**src/rtl/pit_pkg.sv**
```systemverilog
package pit_pkg;

    localparam int CNT_W   = 16;
    localparam int BYTE_W  = 8;
    localparam int ADDR_W  = 3;

    localparam logic [ADDR_W-1:0] ADDR_CMD = 3'd3;
    localparam logic [ADDR_W-1:0] ADDR_SYS = 3'd4;

    localparam int SYS_IRQ_BIT  = 7;
    localparam int SYS_TONE_BIT = 5;
    localparam int SYS_GATE_BIT = 0;

    typedef enum logic {
        MODE_RATE   = 1'b0,
        MODE_SQUARE = 1'b1
    } ch_mode_e;

    typedef struct packed {
        ch_mode_e mode;
        logic     running;
        logic     wr_hi;
        logic     rd_hi;
        logic     held;
    } ch_state_t;

    // zero stands for the full 2^CNT_W range
    function automatic logic [CNT_W:0] eff_count(input logic [CNT_W-1:0] v);
        return (v == '0) ? {1'b1, {CNT_W{1'b0}}} : {1'b0, v};
    endfunction

    function automatic ch_mode_e mode_of(input logic [2:0] m);
        return (m == 3'd3) ? MODE_SQUARE : MODE_RATE;
    endfunction

endpackage

```
**src/rtl/pit_channel.sv**
```systemverilog
module pit_channel
    import pit_pkg::*;
(
    input  logic              clk,
    input  logic              rst,
    input  logic              tick,
    input  logic              cfg_wr,
    input  ch_mode_e          cfg_mode,
    input  logic              latch_cmd,
    input  logic              data_wr,
    input  logic              data_rd,
    input  logic [BYTE_W-1:0] wdata,
    output logic [BYTE_W-1:0] rdata,
    output logic              out,
    output logic              evt,
    output logic [CNT_W-1:0]  cnt,
    output logic [CNT_W-1:0]  rld,
    output logic              held,
    output logic [CNT_W-1:0]  snap
);

    logic [CNT_W-1:0]  count_q, reload_q, snap_q, count_n, src;
    logic [BYTE_W-1:0] lo_buf_q;
    ch_state_t         st_q;
    logic              load_done, advance;
    logic [CNT_W:0]    ceff, reff;

    assign load_done = data_wr && st_q.wr_hi && !cfg_wr;
    assign advance   = tick && st_q.running && !cfg_wr && !load_done;
    assign evt       = advance && (count_q == CNT_W'(1));

    always_comb begin
        count_n = count_q;
        if (load_done)
            count_n = {wdata, lo_buf_q};
        else if (advance)
            count_n = (count_q == CNT_W'(1)) ? reload_q : count_q - CNT_W'(1);
    end

    always_ff @(posedge clk) begin
        if (rst) begin
            count_q  <= '0;
            reload_q <= '0;
            snap_q   <= '0;
            lo_buf_q <= '0;
            st_q     <= '0;
        end else begin
            count_q <= count_n;
            if (cfg_wr) begin
                st_q.mode    <= cfg_mode;
                st_q.running <= 1'b0;
                st_q.wr_hi   <= 1'b0;
                st_q.rd_hi   <= 1'b0;
                st_q.held    <= 1'b0;
            end else begin
                if (data_wr) begin
                    if (!st_q.wr_hi) begin
                        lo_buf_q   <= wdata;
                        st_q.wr_hi <= 1'b1;
                    end else begin
                        reload_q     <= {wdata, lo_buf_q};
                        st_q.running <= 1'b1;
                        st_q.wr_hi   <= 1'b0;
                    end
                end
                if (latch_cmd && !st_q.held) begin
                    snap_q     <= count_q;
                    st_q.held  <= 1'b1;
                    st_q.rd_hi <= 1'b0;
                end else if (data_rd) begin
                    if (st_q.rd_hi) begin
                        st_q.rd_hi <= 1'b0;
                        st_q.held  <= 1'b0;
                    end else begin
                        st_q.rd_hi <= 1'b1;
                    end
                end
            end
        end
    end

    assign src   = st_q.held ? snap_q : count_q;
    assign rdata = st_q.rd_hi ? src[CNT_W-1:BYTE_W] : src[BYTE_W-1:0];

    assign ceff = eff_count(count_q);
    assign reff = eff_count(reload_q);

    always_comb begin
        if (!st_q.running)
            out = 1'b1;
        else if (st_q.mode == MODE_SQUARE)
            out = (ceff > (reff >> 1));
        else
            out = (count_q != CNT_W'(1));
    end

    assign cnt  = count_q;
    assign rld  = reload_q;
    assign held = st_q.held;
    assign snap = snap_q;

endmodule

```
**src/rtl/pit_sysctl.sv**
```systemverilog
module pit_sysctl
    import pit_pkg::*;
(
    input  logic              clk,
    input  logic              rst,
    input  logic              wr,
    input  logic              gate_in,
    input  logic              clr_in,
    input  logic              set_evt,
    input  logic              tone,
    output logic              gate_o,
    output logic              irq_o,
    output logic [BYTE_W-1:0] rdata
);

    always_ff @(posedge clk) begin
        if (rst) begin
            gate_o <= 1'b0;
            irq_o  <= 1'b0;
        end else begin
            if (wr)
                gate_o <= gate_in;
            if (set_evt)
                irq_o <= 1'b1;
            else if (wr && clr_in)
                irq_o <= 1'b0;
        end
    end

    always_comb begin
        rdata               = '0;
        rdata[SYS_IRQ_BIT]  = irq_o;
        rdata[SYS_TONE_BIT] = tone;
        rdata[SYS_GATE_BIT] = gate_o;
    end

endmodule

```
**src/rtl/pit_timer.sv**
```systemverilog
module pit_timer
    import pit_pkg::*;
#(
    parameter int NUM_CH = 3,
    parameter int IRQ_CH = 0,
    parameter int SPK_CH = 2
) (
    input  logic              clk,
    input  logic              rst,
    input  logic              cnt_tick,
    input  logic              bus_wr,
    input  logic              bus_rd,
    input  logic [ADDR_W-1:0] bus_addr,
    input  logic [BYTE_W-1:0] bus_wdata,
    output logic [BYTE_W-1:0] bus_rdata,
    output logic              irq_o,
    output logic              spk_o,
    output logic [NUM_CH-1:0] tmr_out
);

    localparam int SEL_W = 2;

    logic                          cmd_wr, sys_wr, sys_gate;
    logic [SEL_W-1:0]              cmd_sel;
    logic                          cmd_is_latch;
    ch_mode_e                      cmd_mode;
    logic [BYTE_W-1:0]             sys_rdata;
    logic [NUM_CH-1:0]             ch_evt, ch_held;
    logic [NUM_CH-1:0][CNT_W-1:0]  ch_cnt, ch_rld, ch_snap;
    logic [NUM_CH-1:0][BYTE_W-1:0] ch_rdata;

    assign cmd_wr       = bus_wr && (bus_addr == ADDR_CMD);
    assign sys_wr       = bus_wr && (bus_addr == ADDR_SYS);
    assign cmd_sel      = bus_wdata[7:6];
    assign cmd_is_latch = (bus_wdata[5:4] == 2'b00);
    assign cmd_mode     = mode_of(bus_wdata[3:1]);

    for (genvar gi = 0; gi < NUM_CH; gi++) begin : g_ch
        logic hit;
        assign hit = cmd_wr && (cmd_sel == SEL_W'(gi));

        pit_channel u_ch (
            .clk       (clk),
            .rst       (rst),
            .tick      (cnt_tick),
            .cfg_wr    (hit && !cmd_is_latch),
            .cfg_mode  (cmd_mode),
            .latch_cmd (hit && cmd_is_latch),
            .data_wr   (bus_wr && (bus_addr == ADDR_W'(gi))),
            .data_rd   (bus_rd && (bus_addr == ADDR_W'(gi))),
            .wdata     (bus_wdata),
            .rdata     (ch_rdata[gi]),
            .out       (tmr_out[gi]),
            .evt       (ch_evt[gi]),
            .cnt       (ch_cnt[gi]),
            .rld       (ch_rld[gi]),
            .held      (ch_held[gi]),
            .snap      (ch_snap[gi])
        );
    end

    pit_sysctl u_sys (
        .clk     (clk),
        .rst     (rst),
        .wr      (sys_wr),
        .gate_in (bus_wdata[SYS_GATE_BIT]),
        .clr_in  (bus_wdata[SYS_IRQ_BIT]),
        .set_evt (ch_evt[IRQ_CH]),
        .tone    (tmr_out[SPK_CH]),
        .gate_o  (sys_gate),
        .irq_o   (irq_o),
        .rdata   (sys_rdata)
    );

    assign spk_o = tmr_out[SPK_CH] & sys_gate;

    always_comb begin
        bus_rdata = '0;
        if (bus_addr == ADDR_SYS)
            bus_rdata = sys_rdata;
        for (int i = 0; i < NUM_CH; i++)
            if (bus_addr == ADDR_W'(i))
                bus_rdata = ch_rdata[i];
    end

endmodule

```
**config.mk**
```make
export PLATFORM = sky130hd
export DESIGN_NAME = pit_timer
export DESIGN_NICKNAME = d
export VERILOG_FILES = /design/src/rtl/pit_pkg.sv /design/src/rtl/pit_channel.sv /design/src/rtl/pit_sysctl.sv /design/src/rtl/pit_timer.sv
export SDC_FILE = /design/constraint.sdc
export NUM_CORES = 1
export LEC_CHECK = 0
export BUFFER_PORTS_ARGS = -buffer_cell sky130_fd_sc_hd__buf_2
export CORE_MARGIN = 5
export CORE_UTILIZATION = 35
export DETAILED_ROUTE_END_ITERATION = 10
export GPL_ROUTABILITY_DRIVEN = 0
export GPL_TIMING_DRIVEN = 0
export PLACE_DENSITY = 0.59
export SETUP_SLACK_MARGIN = 0.15
export SLEW_MARGIN = 30
export SYNTH_ARGS = -nofsm -noshare
export SYNTH_HDL_FRONTEND = slang
export SYNTH_HIERARCHICAL = 1
export SYNTH_SLANG_ARGS = --single-unit
export TNS_END_PERCENT = 50
```
**constraint.sdc**
```tcl
create_clock -name clk -period 4.2 [get_ports clk]
set_input_delay 0.84 -clock clk [delete_from_list [all_inputs] [get_ports clk]]
set_output_delay 0.84 -clock clk [all_outputs]
set_load 0.01 [all_outputs]
```
Word-level counts from Yosys, hierarchy flattened

Index checks and enable logic that the tools add are counted.
W data, S select, Z words.

Memories kept: 0
Output and inout bits: 13
Bits in read-only memories: 0
Latch bits: 0
Input bits: 16
Flip-flop bits (word level): 185
Logic and storage cells: 191
Bits in writable memories: 0

Shift-type cells: 0
$add $sub $neg: 3
Equality and inequality tests: 13
Order comparisons: 3
Div/mod/pow operators: 0
Reductions and logical operators: 87
Bitwise operators: 7
Muxes and demuxes: 49
$mul: 0

Operators with widths:

| cell                    | count |
|---|---|
| $mux W16                | 12 |
| $mux W17                | 6 |
| $logic_not A16 Y1       | 6 |
| $mux W8                 | 7 |
| $gt A17 B16 Y1          | 3 |
| $eq A16 B1 Y1 const B   | 3 |
| $ne A16 B1 Y1 const B   | 3 |
| $sub A16 B1 Y16 const B | 3 |
| $logic_and A1 B1 Y1     | 37 |
| $mux W1                 | 24 |
| $reduce_bool A2 Y1      | 10 |
| $reduce_and A2 Y1       | 9 |
| $reduce_and A3 Y1       | 6 |
| $logic_not A1 Y1        | 10 |
| $eq A3 B2 Y1 const B    | 3 |
| $reduce_or A3 Y1        | 3 |
| $not A1 Y1              | 6 |
| $reduce_or A2 Y1        | 3 |
| $logic_not A2 Y1        | 2 |
| $eq A3 B1 Y1 const B    | 1 |
| $eq A3 B3 Y1 const B    | 1 |
| $logic_not A3 Y1        | 1 |
| $eq A2 B1 Y1 const B    | 1 |
| $eq A2 B2 Y1 const B    | 1 |
| $and A1 B1 Y1           | 1 |

Logic depth before layout (Yosys ltp)

Depth after elaboration: 10
Depth in mapped cells: 14
Depth with buffers taken out: 12

By module

Netlist, hierarchy kept.

Modules (own cells, without submodules):

| module                         | sequential area each (µm²) | cells an instance | area each (µm²) | times used |
|---|---|---|---|---|
| pit_channel (g_ch[0].u_ch ...) | 1,221.2                    | 426               | 3,483.3         | 2 |
| pit_channel (g_ch[2].u_ch)     | 1,221.2                    | 444               | 3,484.6         | 1 |
| pit_timer                      | 0.0                        | 65                | 570.5           | 1 |
| pit_sysctl                     | 40.0                       | 16                | 140.1           | 1 |

Least setup slack after synthesis

OpenSTA, ideal clock, no wires.

Kind: register -> output
Start point: register g_ch[2].u_ch.count_q[8]
End point: output bus_rdata[5]
Arrival: 2.918 ns
Data required time: 3.360 ns
Stages on the path, launching flop included: 15
Path buffers: 2
Slack: 0.442 ns
Cell sequence: dfxtp_1 -> clkbuf_1 -> or4_1 -> nor2_1 -> nand4_1 -> and2_1 -> ha_1 -> nand4_1 -> nor3_1 -> a2111o_1 -> a211oi_1 -> nor2_1 -> buf_4 -> nand4bb_1 -> o211ai_2

Word-level cells in the longest chain between the ends: 9
Elaborated cells between the ends (all ways): 10
Classes of those cells: order compare (1); eq/ne (1); mux (7); reduce/logical (1)

Ends and longest elaborated chain:

| item                     | RTL line          | source |
|---|---|---|
| start: declaration       | pit_channel.sv:22 | `logic [CNT_W-1:0] count_q, reload_q, snap_q, count_n, src;` |
| start signal: assignment | pit_channel.sv:48 | `count_q <= count_n;` |
| $logic_not A16 Y1        | pit_pkg.sv:29     | `return (v == '0) ? {1'b1, {CNT_W{1'b0}}} : {1'b0, v};` |
| $mux W17                 | pit_pkg.sv:29     |  |
| $gt A17 B16 Y1           | pit_channel.sv:92 | `out = (ceff > (reff >> 1));` |
| $mux W1 *                | pit_channel.sv:91 | `else if (st_q.mode == MODE_SQUARE)` |
| $mux W1 *                | pit_channel.sv:89 | `if (!st_q.running)` |
| named net tmr_out[2]     | pit_timer.sv:18   | `output logic [NUM_CH-1:0] tmr_out` |
| $mux W8 *                | pit_timer.sv:79   | `if (bus_addr == ADDR_SYS)` |
| $mux W8 * (3 in a row)   | pit_timer.sv:82   | `if (bus_addr == ADDR_W'(i))` |
| end: declaration         | pit_timer.sv:15   | `output logic [BYTE_W-1:0] bus_rdata,` |

The timed path passes the listed nets; every way through them passes the cells marked *.

Worst setup path in the final report

Start point: register g_ch[2].u_ch.count_q[9]
End point: output bus_rdata[5]

Word-level cells in the longest chain between the ends: 9
Elaborated cells between the ends (all ways): 10
Classes of those cells: order compare (1); eq/ne (1); mux (7); reduce/logical (1)

Ends and longest elaborated chain:

| item                   | RTL line          | source |
|---|---|---|
| $logic_not A16 Y1      | pit_pkg.sv:29     |  |
| $mux W17               | pit_pkg.sv:29     |  |
| $gt A17 B16 Y1         | pit_channel.sv:92 |  |
| $mux W1 *              | pit_channel.sv:91 |  |
| $mux W1 *              | pit_channel.sv:89 |  |
| named net sys_rdata[5] | pit_timer.sv:27   | `logic [BYTE_W-1:0] sys_rdata;` |
| $mux W8 *              | pit_timer.sv:79   |  |
| $mux W8 * (3 in a row) | pit_timer.sv:82   |  |

Marks and branches as above.

==> impl_metrics.py <==
metrics = {
    "critical_path": {
        "crit_family": "simple AND/OR/NAND/NOR gates",
        "reg2reg_from": "g_ch[0].u_ch/cnt[3]$_SDFFE_PP0P_",
        "critPathCaptureType": "primary output",
        "worstPathRequired_ns": 3.36,
        "path_cells": "clkbuf_8 > or4_4 > nor2_4 > nand4_1 > and2_1 > ha_1 > nand4_1 > nor3_1 > a2111o_1 > a211oi_2 > nor2_2 > buf_4 > nand4bb_1 > o211ai_2 > buf_2",
        "start_kind": "flop",
        "crit_buf_inv": 3,
        "arrival_ns": 3.42,
        "worst_path_most_repeated_cell": "nand4_1",
        "crit_start": "g_ch[2].u_ch/cnt[9]$_SDFFE_PP0P_",
        "critPathMaxFanout": 2,
        "cpMaxStageDelayCell": "or4_4",
        "max_stage_delay_ns": 0.55,
        "timing_worst_setup_path_type": "flop to primary output",
    },
    "finish": {
        "area_delta_synth_final_pct": 12.6,
        "stdcell_count": 1849,
        "final_net_count": 1507,
        "layout-drive-gt1-share": 0.112,
        "final_core_util": 0.399,
        "diodes": 0,
    },
    "synth": {
        "syn-cell-area_sq_mm": 0.0112,
        "syn_inst": 1375,
        "syn_avg_cell_area_sq_um": 8.11,
        "ys_warn_count": 6,
    },
    "sta": {
        "fin_worst_skew_ns": 0.00916,
        "post-route-min-period_ns": 4.26,
        "hold_viol_final": 0,
        "fin_ws_ns": -0.0574,
        "slew_violations": 0,
        "rsz0062_at_grt": "true",
        "holdWs_ns": 0.456,
        "finalSetupViolCount": 2,
        "worst_slew_pin_slew_ns": 0.992,
        "fmax_mhz": 235,
        "max-slew-margin-rel": 0.339,
        "finalCritPeriodShare": 1.01,
    },
    "placed_design": {
        "dpl_worst_slack_ns": -0.0836,
        "placed_cells": 1806,
        "port_buffers": 25,
        "dpl.hpwl_mm": 25.8,
    },
    "detailed_routing": {
        "viasPerCell": 5.68,
        "ant_nets": 0,
        "dr.pass1.iters": 6,
        "totalWireLength_mm": 35.4,
        "vias": 10499,
        "first_iter_violations": 856,
        "drc": 0,
        "wl_per_cell_microns": 19.1,
    },
    "global_route": {
        "track_usage": 0.196,
        "grt_pass1_vias": 10130,
        "grt_max_degree": 17,
        "grt_overflow": 0,
        "antenna_found_initial": 0,
        "grt_pass1_wl_mm": 56.2,
    },
    "cts": {
        "hold_buffers": 0,
        "cts-htree-levels": 4,
        "cts_max_path_buffers": 2,
        "cts.reportedPaths.clkPinSlew_ns": 0.07,
        "cts_tree": "built",
        "cts_buffers": 17,
        "cts.sinks": 185,
        "ctsRootBufferMaster": "clkbuf_16",
        "clock_latency_ns": 0.44,
    },
    "die": {
        "dieHeight_microns": 189,
        "initial_core_util": 0.354,
        "ioPinCount": 29,
        "dieArea_sq_mm": 0.0355,
        "fp-row-count": 65,
        "coreArea_sq_mm": 0.0315,
        "die_w_microns": 189,
    },
    "min_path": {
        "worstHoldPathType": "flop to flop",
        "min_from": "g_ch[0].u_ch/snap[0]$_SDFFE_PP0P_",
    },
    "run_status": {
        "violations": "setup timing",
        "outcome": "complete, but fails checks",
    },
    "pwr": {
        "p_leak_uw": 0.00450,
        "ir_drop_uv": 266,
        "powerDensity_mw_per_mm2": 296,
        "finalPower_uw": 3720,
    },
    "run": {
        "maxCapViolCount": 0,
    },
}
cell type report:
class,instances,area [sq um]
plain buffers,152,752
repair buffers,36,208
inverters,57,214
flip-flops and latches,185,3700
clock buffers,18,429
clock inverters,14,170
multi-input cells,985,6580
well taps,402,503
fillers,3187,18900
metrics by stage:
stage / area (sq um) / setup TNS, ns
2_1_floorplan: 11200 / 0
3_3_place_gp: 11800 / -0.0499
3_5_place_dp: 11800 / -0.0836
4_1_cts: 12500 / -0.0478
5_1_grt: 12600 / -0.543
6_report: 12600 / -0.0871
placed cells by master (no fill, tap or decap), types with 22 or more instances in the layout:
| cell | n |
|---|---|
| nor3_1 | 24 |
| nor2_1 | 82 |
| nand3_1 | 49 |
| a21oi_1 | 126 |
| nand2_1 | 239 |
| buf_2 | 36 |
| dfxtp_1 | 184 |
| buf_4 | 24 |
| ha_1 | 57 |
| inv_1 | 57 |
| clkbuf_1 | 109 |
| nand4_1 | 29 |
| mux4_2 | 22 |
| xnor2_1 | 24 |
| nor4_1 | 27 |
| mux2i_1 | 44 |
metal layers:
metal  track usage  up-vias  part of all wire
met5             0        -                 0
met4        0.0844        0             0.039
met3        0.0391       86             0.076
met2         0.311      433              0.45
met1         0.261     4990              0.43
li1              -     4990                 -
final timing paths:
check	depth (start not counted)	slack, ns	end
setup / recovery	15	-0.06	bus_rdata[5]
hold / removal	2	0.46	g_ch[0].u_ch/snap[0]$_SDFFE_PP0P_
setup reg to reg	8	1.70	u_sys/irq_o$_SDFFE_PP0P_
hold reg to reg	2	0.46	g_ch[0].u_ch/snap[0]$_SDFFE_PP0P_
flip-flops by register name (all words and copies together), names as in the netlist:
signal              cells
g_ch.u_ch/cnt          48
g_ch.u_ch/lo_buf_q     24
g_ch.u_ch/snap         48
g_ch.u_ch/st_q         12
u_sys/irq_o             1
g_ch.u_ch/rld          48
g_ch.u_ch/held          3
u_sys/gate_o            1
report_power, final:
part	internal [uW]	total (uW)	switching [uW]
clock network	941	1680	743
registers	1760	1770	10.8
logic	97.2	260	163
repair_timing:
item / in CTS / in global routing
gates resized for setup: 23 / 0
pin swaps: 14 / 0
setup endpoints to repair: 4 / 5
buffers inserted: 8 / 3
worst register-to-register path, cell delays in order (launching register included):
cell and delay [ns]:
dfxtp_1 0.31, buf_6 0.14, nor4_4 0.56, nand3_1 0.14, or4_1 0.43, buf_6 0.17, nor3_1 0.33, inv_1 0.09
a311oi_2 0.24
No activity file was read; power rests on OpenSTA's default activity.
